### src/rtl/cpwm_pkg.sv
package cpwm_pkg;

  // Gate pair driven toward the output-enable stage.
  typedef struct packed {
    logic prim;
    logic sec;
  } gate_pair_t;

endpackage

### src/rtl/cpwm_rst_sync.sv
module cpwm_rst_sync (
  input  logic clk_i,
  input  logic arst_ni,
  output logic rst_no
);

  logic [1:0] sync_q;

  always_ff @(posedge clk_i or negedge arst_ni) begin
    if (!arst_ni) sync_q <= 2'b00;
    else          sync_q <= {sync_q[0], 1'b1};
  end

  assign rst_no = sync_q[1];

endmodule

### src/rtl/cpwm_prescaler.sv
module cpwm_prescaler #(
  parameter int PSC_W = 16
) (
  input  logic             clk_i,
  input  logic             rst_ni,
  input  logic             run_i,
  input  logic [PSC_W-1:0] presc_i,
  output logic             tick_o
);

  localparam logic [PSC_W-1:0] ONE = PSC_W'(1);

  logic [PSC_W-1:0] div_q, div_d;
  logic             at_end;

  // Next-state: count 0..presc_i, tick on the last count.
  always_comb begin
    at_end = (div_q >= presc_i);
    div_d  = div_q;
    if (run_i) begin
      div_d = at_end ? '0 : div_q + ONE;
    end
  end

  assign tick_o = run_i & at_end;

  always_ff @(posedge clk_i or negedge rst_ni) begin
    if (!rst_ni) div_q <= '0;
    else         div_q <= div_d;
  end

endmodule

### src/rtl/cpwm_timebase.sv
module cpwm_timebase #(
  parameter int CNT_W = 16
) (
  input  logic             clk_i,
  input  logic             rst_ni,
  input  logic             tick_i,
  input  logic [CNT_W-1:0] period_i,
  input  logic [CNT_W-1:0] cmp_i,
  output logic             ref_o,
  output logic             upd_o
);

  localparam logic [CNT_W-1:0] ONE = CNT_W'(1);

  logic [CNT_W-1:0] cnt_q, cnt_d;
  logic [CNT_W-1:0] per_q, per_d;
  logic [CNT_W-1:0] cmp_q, cmp_d;
  logic             upd_q, upd_d;
  logic             wrap;

  // Next-state: shadow registers load only on the wrap.
  always_comb begin
    wrap  = tick_i && (cnt_q == per_q);
    cnt_d = cnt_q;
    per_d = per_q;
    cmp_d = cmp_q;
    upd_d = 1'b0;
    if (tick_i) begin
      if (wrap) begin
        cnt_d = '0;
        per_d = period_i;
        cmp_d = cmp_i;
        upd_d = 1'b1;
      end else begin
        cnt_d = cnt_q + ONE;
      end
    end
  end

  always_ff @(posedge clk_i or negedge rst_ni) begin
    if (!rst_ni) begin
      cnt_q <= '0;
      per_q <= '0;
      cmp_q <= '0;
      upd_q <= 1'b0;
    end else begin
      cnt_q <= cnt_d;
      per_q <= per_d;
      cmp_q <= cmp_d;
      upd_q <= upd_d;
    end
  end

  assign ref_o = (cnt_q < cmp_q);
  assign upd_o = upd_q;

  // count never passes the active period value
  a_r2_count_bound: assert property (@(posedge clk_i) disable iff (!rst_ni)
    cnt_q <= per_q);

  // update marks the first count of a new period
  a_r2_update_at_zero: assert property (@(posedge clk_i) disable iff (!rst_ni)
    upd_q |-> (cnt_q == '0));

  // shadows hold unless the counter is wrapping
  a_r8_shadow_hold: assert property (@(posedge clk_i) disable iff (!rst_ni)
    !(tick_i && (cnt_q == per_q)) |=> ($stable(per_q) && $stable(cmp_q)));

endmodule

### src/rtl/cpwm_deadtime.sv
module cpwm_deadtime
  import cpwm_pkg::*;
#(
  parameter int DT_W   = 8,
  parameter int DT_DIV = 4
) (
  input  logic            clk_i,
  input  logic            rst_ni,
  input  logic            ref_i,
  input  logic [DT_W-1:0] code_i,
  input  logic            en_p_i,
  input  logic            en_n_i,
  output gate_pair_t      gates_o
);

  localparam int DIV_W = (DT_DIV > 1) ? $clog2(DT_DIV) : 1;

  logic            ref_q;
  logic [DT_W-1:0] rem_q, rem_d;
  gate_pair_t      gates_q, gates_d;
  logic            edge_s;
  logic            step;
  logic            open_s;

  assign edge_s = ref_i ^ ref_q;

  // Tick divider variant picked by DT_DIV.
  generate
    if (DT_DIV > 1) begin : g_div
      localparam logic [DIV_W-1:0] LAST = DIV_W'(DT_DIV - 1);
      localparam logic [DIV_W-1:0] ONE  = DIV_W'(1);
      logic [DIV_W-1:0] div_q, div_d;

      always_comb begin
        div_d = div_q;
        if (edge_s)             div_d = '0;
        else if (rem_q != '0)   div_d = (div_q == LAST) ? '0 : div_q + ONE;
      end

      always_ff @(posedge clk_i or negedge rst_ni) begin
        if (!rst_ni) div_q <= '0;
        else         div_q <= div_d;
      end

      assign step = (div_q == LAST);
    end else begin : g_nodiv
      assign step = 1'b1;
    end
  endgenerate

  // Next-state: reload on any reference edge, count down otherwise.
  always_comb begin
    rem_d = rem_q;
    if (edge_s)                      rem_d = code_i;
    else if ((rem_q != '0) && step)  rem_d = rem_q - DT_W'(1);
    open_s       = (rem_d == '0);
    gates_d.prim = en_p_i &  ref_i & open_s;
    gates_d.sec  = en_n_i & ~ref_i & open_s;
  end

  always_ff @(posedge clk_i or negedge rst_ni) begin
    if (!rst_ni) begin
      ref_q   <= 1'b0;
      rem_q   <= '0;
      gates_q <= '0;
    end else begin
      ref_q   <= ref_i;
      rem_q   <= rem_d;
      gates_q <= gates_d;
    end
  end

  assign gates_o = gates_q;

  // gates never high together
  a_r7_no_overlap: assert property (@(posedge clk_i) disable iff (!rst_ni)
    !(gates_q.prim && gates_q.sec));

  // with a nonzero dead band the other gate was already low
  a_r5_gap_before_prim: assert property (@(posedge clk_i) disable iff (!rst_ni)
    ((code_i != '0) && $rose(gates_q.prim)) |-> !$past(gates_q.sec));

  // the same gap rule holds for the secondary side
  a_r6_gap_before_sec: assert property (@(posedge clk_i) disable iff (!rst_ni)
    ((code_i != '0) && $rose(gates_q.sec)) |-> !$past(gates_q.prim));

  // a disabled gate stays low
  a_r10_prim_gated: assert property (@(posedge clk_i) disable iff (!rst_ni)
    !en_p_i |=> !gates_q.prim);

  a_r10_sec_gated: assert property (@(posedge clk_i) disable iff (!rst_ni)
    !en_n_i |=> !gates_q.sec);

endmodule

### src/rtl/cpwm_deadband.sv
module cpwm_deadband
  import cpwm_pkg::*;
#(
  parameter int CNT_W  = 16,
  parameter int PSC_W  = 16,
  parameter int DT_W   = 8,
  parameter int DT_DIV = 4
) (
  input  logic             clk_i,
  input  logic             arst_ni,
  input  logic             run_i,
  input  logic [PSC_W-1:0] presc_i,
  input  logic [CNT_W-1:0] period_i,
  input  logic [CNT_W-1:0] cmp_i,
  input  logic [DT_W-1:0]  dead_code_i,
  input  logic             en_p_i,
  input  logic             en_n_i,
  output logic             pwm_p_o,
  output logic             pwm_n_o,
  output logic             upd_o
);

  logic       rst_n;
  logic       tick;
  logic       ref_s;
  gate_pair_t gates;

  cpwm_rst_sync u_rst (
    .clk_i   (clk_i),
    .arst_ni (arst_ni),
    .rst_no  (rst_n)
  );

  cpwm_prescaler #(.PSC_W(PSC_W)) u_psc (
    .clk_i   (clk_i),
    .rst_ni  (rst_n),
    .run_i   (run_i),
    .presc_i (presc_i),
    .tick_o  (tick)
  );

  cpwm_timebase #(.CNT_W(CNT_W)) u_tb (
    .clk_i    (clk_i),
    .rst_ni   (rst_n),
    .tick_i   (tick),
    .period_i (period_i),
    .cmp_i    (cmp_i),
    .ref_o    (ref_s),
    .upd_o    (upd_o)
  );

  cpwm_deadtime #(.DT_W(DT_W), .DT_DIV(DT_DIV)) u_dt (
    .clk_i   (clk_i),
    .rst_ni  (rst_n),
    .ref_i   (ref_s),
    .code_i  (dead_code_i),
    .en_p_i  (en_p_i),
    .en_n_i  (en_n_i),
    .gates_o (gates)
  );

  assign pwm_p_o = gates.prim;
  assign pwm_n_o = gates.sec;

  // reset holds all outputs low
  a_r1_reset_quiet: assert property (@(posedge clk_i)
    !rst_n |-> (!pwm_p_o && !pwm_n_o && !upd_o));

endmodule

### config.mk
export PLATFORM = sky130hd
export DESIGN_NAME = cpwm_deadband
export DESIGN_NICKNAME = d
export VERILOG_FILES = /design/src/rtl/cpwm_pkg.sv /design/src/rtl/cpwm_rst_sync.sv /design/src/rtl/cpwm_prescaler.sv /design/src/rtl/cpwm_timebase.sv /design/src/rtl/cpwm_deadtime.sv /design/src/rtl/cpwm_deadband.sv
export SDC_FILE = /design/constraint.sdc
export NUM_CORES = 1
export LEC_CHECK = 0
export BUFFER_PORTS_ARGS = -buffer_cell sky130_fd_sc_hd__buf_2
export CELL_PAD_IN_SITES_DETAIL_PLACEMENT = 0
export CELL_PAD_IN_SITES_GLOBAL_PLACEMENT = 2
export CORE_ASPECT_RATIO = 1.5
export CORE_MARGIN = 4
export CORE_UTILIZATION = 37
export DETAILED_ROUTE_END_ITERATION = 10
export PLACE_DENSITY_LB_ADDON = 0.1
export SETUP_SLACK_MARGIN = 0.02
export SYNTH_ARGS = -nofsm -noshare
export SYNTH_HDL_FRONTEND = slang
export SYNTH_HIERARCHICAL = 1
export SYNTH_SLANG_ARGS = --single-unit
### constraint.sdc
create_clock -name clk_i -period 3.45 [get_ports clk_i]
set_input_delay 0.69 -clock clk_i [delete_from_list [all_inputs] [get_ports clk_i]]
set_output_delay 0.69 -clock clk_i [all_outputs]
set_load 0.02 [all_outputs]
; ---- Word level (Yosys, flattened, before mapping)
; Index checks and enable logic that the tools add are counted.
[classes]
bitwise_logic = 7
reduce_logical = 6
n_mux = 9
n_addsub = 4
magnitude_cmp = 2
n_eq_ne = 2
[op_table]
columns = cell, n
row1 = $add A16 B1 Y16 const B, 2
row2 = $mux W16, 2
row3 = $eq A16 B16 Y1, 1
row4 = $ge A16 B16 Y1, 1
row5 = $lt A16 B16 Y1, 1
row6 = $mux W8, 2
row7 = $logic_not A8 Y1, 1
row8 = $reduce_bool A8 Y1, 1
row9 = $sub A8 B1 Y8 const B, 1
row10 = $mux W2, 3
row11 = $and A1 B1 Y1, 5
row12 = $add A2 B1 Y2 const B, 1
row13 = $eq A2 B2 Y1 const B, 1
row14 = $logic_and A1 B1 Y1, 2
row15 = $mux W1, 2
row16 = $reduce_and A2 Y1, 1
row17 = $reduce_bool A2 Y1, 1
row18 = $not A1 Y1, 1
row19 = $xor A1 B1 Y1, 1
[word_totals]
out_inout_bits = 3
elab_cells = 41
reg_bits = 80
input_bits = 61

; ---- Longest topological paths before layout
[logic_depth]
ltp_word = 6
depth_mapped = 13
ltp_nobuf = 12

; ---- Modules after synthesis
; Netlist, hierarchy kept.
[by_module_without_submodules]
columns = module, cells_per_inst, area_per_inst_um2, n_inst
row1 = cpwm_timebase, 218, 2523.7, 1
row2 = cpwm_prescaler, 134, 1228.7, 1
row3 = cpwm_deadtime, 79, 820.8, 1
row4 = cpwm_rst_sync, 3, 53.8, 1

; ---- Worst setup path after synthesis
; No wires, ideal clock.
[synth_path]
path_kind = input-to-reg
startpoint = input port presc_i[15]
endpoint = register u_tb.cmp_q[11]
cell_stages = 12
path_buffers = 3
path_slack_ns = 0.498
arrival_time_ns = 2.825
cell_sequence = inv_1 ha_1 nand4_2 nor3_1 nor4_4 a31oi_4 buf_6 nand2_1 nor4_2 buf_4 buf_6 mux2_1
[synth_via]
elab_chain_cells = 4
[synth_lines]
columns = item, line_no
row1 = from (decl), cpwm_deadband.sv:12  ; input logic [PSC_W-1:0] presc_i,
row2 = $ge A16 B16 Y1 (*), cpwm_prescaler.sv:18  ; at_end = (div_q >= presc_i);
row3 = $and A1 B1 Y1 (*), cpwm_prescaler.sv:25  ; assign tick_o = run_i & at_end;
row4 = named net tick, cpwm_deadband.sv:24  ; logic tick;
row5 = $logic_and A1 B1 Y1, cpwm_timebase.sv:23  ; wrap = tick_i && (cnt_q == per_q);
row6 = $reduce_and A2 Y1 (no source line) (*), n/a
row7 = to (signal assigned), cpwm_timebase.sv:49  ; cmp_q <= cmp_d;
row8 = to (decl), cpwm_timebase.sv:17  ; logic [CNT_W-1:0] cmp_q, cmp_d;
; The timed path passes the listed nets; every way through them passes the cells marked *.
; A chain may end at the register's enable or synchronous reset.

==> impl_metrics.csv <==
group,metric,value,unit
outcome,status,"complete, no violations",
critical_path,slowest_stage,"xnor2_1",
timing,min_period,3.074,ns
timing,maxSlewViolCount,0,
clocking,cts_tree,"done",
critical_path,crit_top_cell,"o21ai_0",
critical_path,r2r_cells,12,
synth,synthesis.area,4627,µm²
timing,setup_viol,0,
power_and_ir_drop,ir_drop,0.0002708,V
global_route,grt.overflow.total,0,
global_route,antenna_found_initial,0,
critical_path,crit_path_end,"u_dt/gates_o[1]",
timing,timing.final.crit_share,89.11,%
critical_path,crit_chain,"ha_1 -> nand2_1 -> o21ai_0 -> a211oi_1 -> o21ai_0 -> a31oi_1 -> buf_4 -> xnor2_1 -> mux2i_1 -> o211ai_1 -> a211o_1 -> nor4_1",
floorplan,core,12140,µm²
route,wl_per_cell,15.25,µm
synth,ys_async_sr_fraction,100.0,%
critical_path,critPathCaptureType,"register",
clocking,post-cts-setup-buffers,0,
critical_path,worstPathMaxFanout,6,
placement,place.gp.congestion,0.8229,
finish,area_growth,20.69,%
synth,syn_area_per_cell,10.66,µm²
critical_path,r2r_end,"u_dt/gates_o[1]",
clocking,cts_buffers,9,
route,vias_per_cell,5.070,
route,post-route-drc-count,0,
timing,slew_headroom,31.60,%
synth,yosysTopAreaCell,"dfrtp_1",
finish,fill_cells,1191,
placement,dpl.hpwl,7928,µm
critical_path,startpoint,"u_tb/cnt_q[10]",
global_route,grt_pass1_wl,17310,µm
placement,placed_cells,659,
finish,antenna_cells,0,
finish,multi_input_area,2409,µm²
critical_path,rrSetupSlack,0.38,ns
finish,layoutNonFillerInstCount,675,
route,dr.pass1.iters,4,
global_route,grt_pass1_vias,3650,
timing,skew,0.008880,ns
timing,tightest_slew,1.026,ns
route,vias,3422,
finish,drive_above_1_share,25.10,%
synth,ys_warn_count,6,
timing,hold_violations,0,
clocking,cts.clk_slew.worst_paths,0.06,ns
synth,ys.flop_type,"dfrtp_1",
synth,synth.yosys.seq_area_share,43.27,%
floorplan,core.rowCount,49,
timing,rsz0062_at_grt,"no",
route,first_iter_violations,78,
flow_run,drv_cap,0,
route,detail-route-antenna-nets,0,
floorplan,die_area,14400,µm²
placement,io_buffers,63,
critical_path,startpoint_type,"register",
critical_path,slowest_delay,0.48,ns
synth,synth_top_area_share,43.27,%
floorplan,pin_count,64,
synth,ys_seq_elements,80,
hold_path,hold_class,"in2async",
clocking,cts_resized,0,
finish,ff_latch_area,2006,µm²
timing,max_freq,0.3253,GHz
synth,synth_edf_count,0,
clocking,holdBufCountCts,0,
power_and_ir_drop,power_density,538.5,nW/µm²
critical_path,rr_startpoint,"u_tb/cnt_q[10]",
critical_path,critPathKind,"reg2reg",
power_and_ir_drop,p_leak,2.784,nW
floorplan,die_w,99.31,µm
timing,finalSetupTns,0,ns
finish,nNetsFinal,613,
synth,synthesis.nets,530,
floorplan,start_util,38.12,%
floorplan,dieHeight,145.0,µm
critical_path,arrival,3.31,ns
synth,syn_inst,434,
clocking,clk_latency,0.34,ns
clocking,root_buffer,"clkbuf_16",
global_route,grt_usage,15.00,%
clocking,clockBufferDepth,2,
global_route,grt_max_degree,79,
critical_path,crit_required,3.68,ns
route,wl,10300,µm
clocking,htree_levels,3,
synth,yosysUniqueCellTypes,61,
clocking,cts.sinks,80,
synth,synthTopCellsByArea,"dfrtp_1 43%, ha_1 9.5%, xor2_1 4.7%, mux2_2 4.4%, xnor2_1 4.2%",
cell type report:
type	count	share of cell area (%)
well taps	153	3.428
clock inverters	6	2.375
multi-input cells	304	43.13
clock buffers	10	4.100
repair buffers	81	8.290
flip-flops and latches	80	35.92
inverters	41	2.756
critical path: cells and delay by family, from the launching register on:
| kind | cells | cell delay, ns |
|---|---|---|
| simple gates | 2 | 0.30 |
| flops | 1 | 0.42 |
| compound gates | 6 | 1.02 |
| fa+ha+maj | 1 | 0.32 |
| mux | 1 | 0.25 |
| buf+inv | 1 | 0.17 |
| xor+xnor | 1 | 0.48 |
worst min-delay path by stage:
| stage | depth (start not counted) | endpoint | startpoint | slack (ns) |
|---|---|---|---|---|
| after detailed placement | 0 | u_rst/sync_q[1] | u_rst/sync_q[0] | 0.34 |
| after global routing | 1 | u_rst/sync_q[1] | arst_ni | 0.11 |
| after CTS | 1 | u_rst/sync_q[1] | arst_ni | 0.11 |
| after floorplan | 0 | u_rst/sync_q[1] | u_rst/sync_q[0] | 0.33 |
| after global placement | 0 | u_rst/sync_q[1] | u_rst/sync_q[0] | 0.34 |
| final | 1 | u_rst/sync_q[1] | arst_ni | 0.11 |
Yosys cell counts, types with 10 or more instances:
| master | n |
|---|---|
| inv_1 | 41 |
| nand4_1 | 13 |
| nor2_1 | 38 |
| dfrtp_1 | 80 |
| a21oi_1 | 13 |
| mux2_2 | 18 |
| xnor2_1 | 22 |
| nand2_1 | 22 |
| xor2_1 | 25 |
| nand3_1 | 10 |
| mux2_1 | 14 |
| ha_1 | 35 |
cells in the final DEF (no fill, tap or decap), types with 4 or more instances in the layout:
cell type,Yosys,final
o21ai_0,8,8
nor4_1,6,6
nand4_1,13,13
xnor2_1,22,22
dfrtp_1,80,79
clkbuf_16,0,9
nor3_1,4,4
inv_1,41,41
xor2_1,25,25
o21a_1,4,4
a21oi_1,13,13
ha_1,35,35
nor2_1,38,38
bufinv_16,0,4
mux2_1,14,14
nor2b_1,5,5
nand2_1,22,22
nand3_1,10,10
buf_4,3,17
mux2_2,18,18
nand2b_1,6,6
buf_2,3,63
where the power goes:
group | total (mW) | switching [mW] | internal, mW
Combinational | 0.633 | 0.317 | 0.315
Clock | 1.17 | 0.391 | 0.779
Sequential | 1.20 | 0.159 | 1.04
sequential cells by signal, indices dropped and copies added, names as in the netlist:
register and count:
u_dt/g_div.div_q 2, u_dt/gates_o 2, u_dt/ref_q 1, u_dt/rem_q 8, u_psc/div_q 16, u_rst/sync_q 2, u_tb/cmp_q 16, u_tb/cnt_q 16
u_tb/per_q 16, u_tb/upd_o 1
stage by stage:
step / power [mW] / util (%) / instance area (µm²) / hold slack [ns] / setup slack (ns)
after floorplan: 1.646 / - / 4627 / 0.3312 / 0.4980
after global placement: 1.842 / 43.02 / 5223 / 0.3416 / 0.1359
after detailed placement: 1.861 / 43.02 / 5223 / 0.3396 / 0.1334
after CTS: 3.047 / 46.00 / 5584 / 0.1051 / 0.3453
after global routing: 3.178 / 46.00 / 5584 / 0.1064 / 0.07355
final: 3.007 / 46.00 / 5584 / 0.1144 / 0.3757
routing by layer:
layer | routed length (µm) | part of all wire (%) | track usage (%)
met1 | 4042 | 39 | 16.66
met2 | 5748 | 56 | 27.79
met3 | 296 | 2.9 | 2.642
met4 | 209 | 2.0 | 5.810
met5 | 0 | 0 | 0
kinds of logic (layout without fill, tap and decap cells):
logic type,Yosys count,in the layout,synth area share [%]
XOR/XNOR,47,47,8.897
multiplexers,35,35,8.437
buffers and inverters,50,138,4.867
adder cells (fa/ha/maj),35,35,9.465
flip-flops,80,80,43.27
AO/OA/AOI/OAI,51,51,8.194
AND/OR/NAND/NOR,135,135,16.79
other,1,1,0.08105
Power figures use the tool's default switching activity.
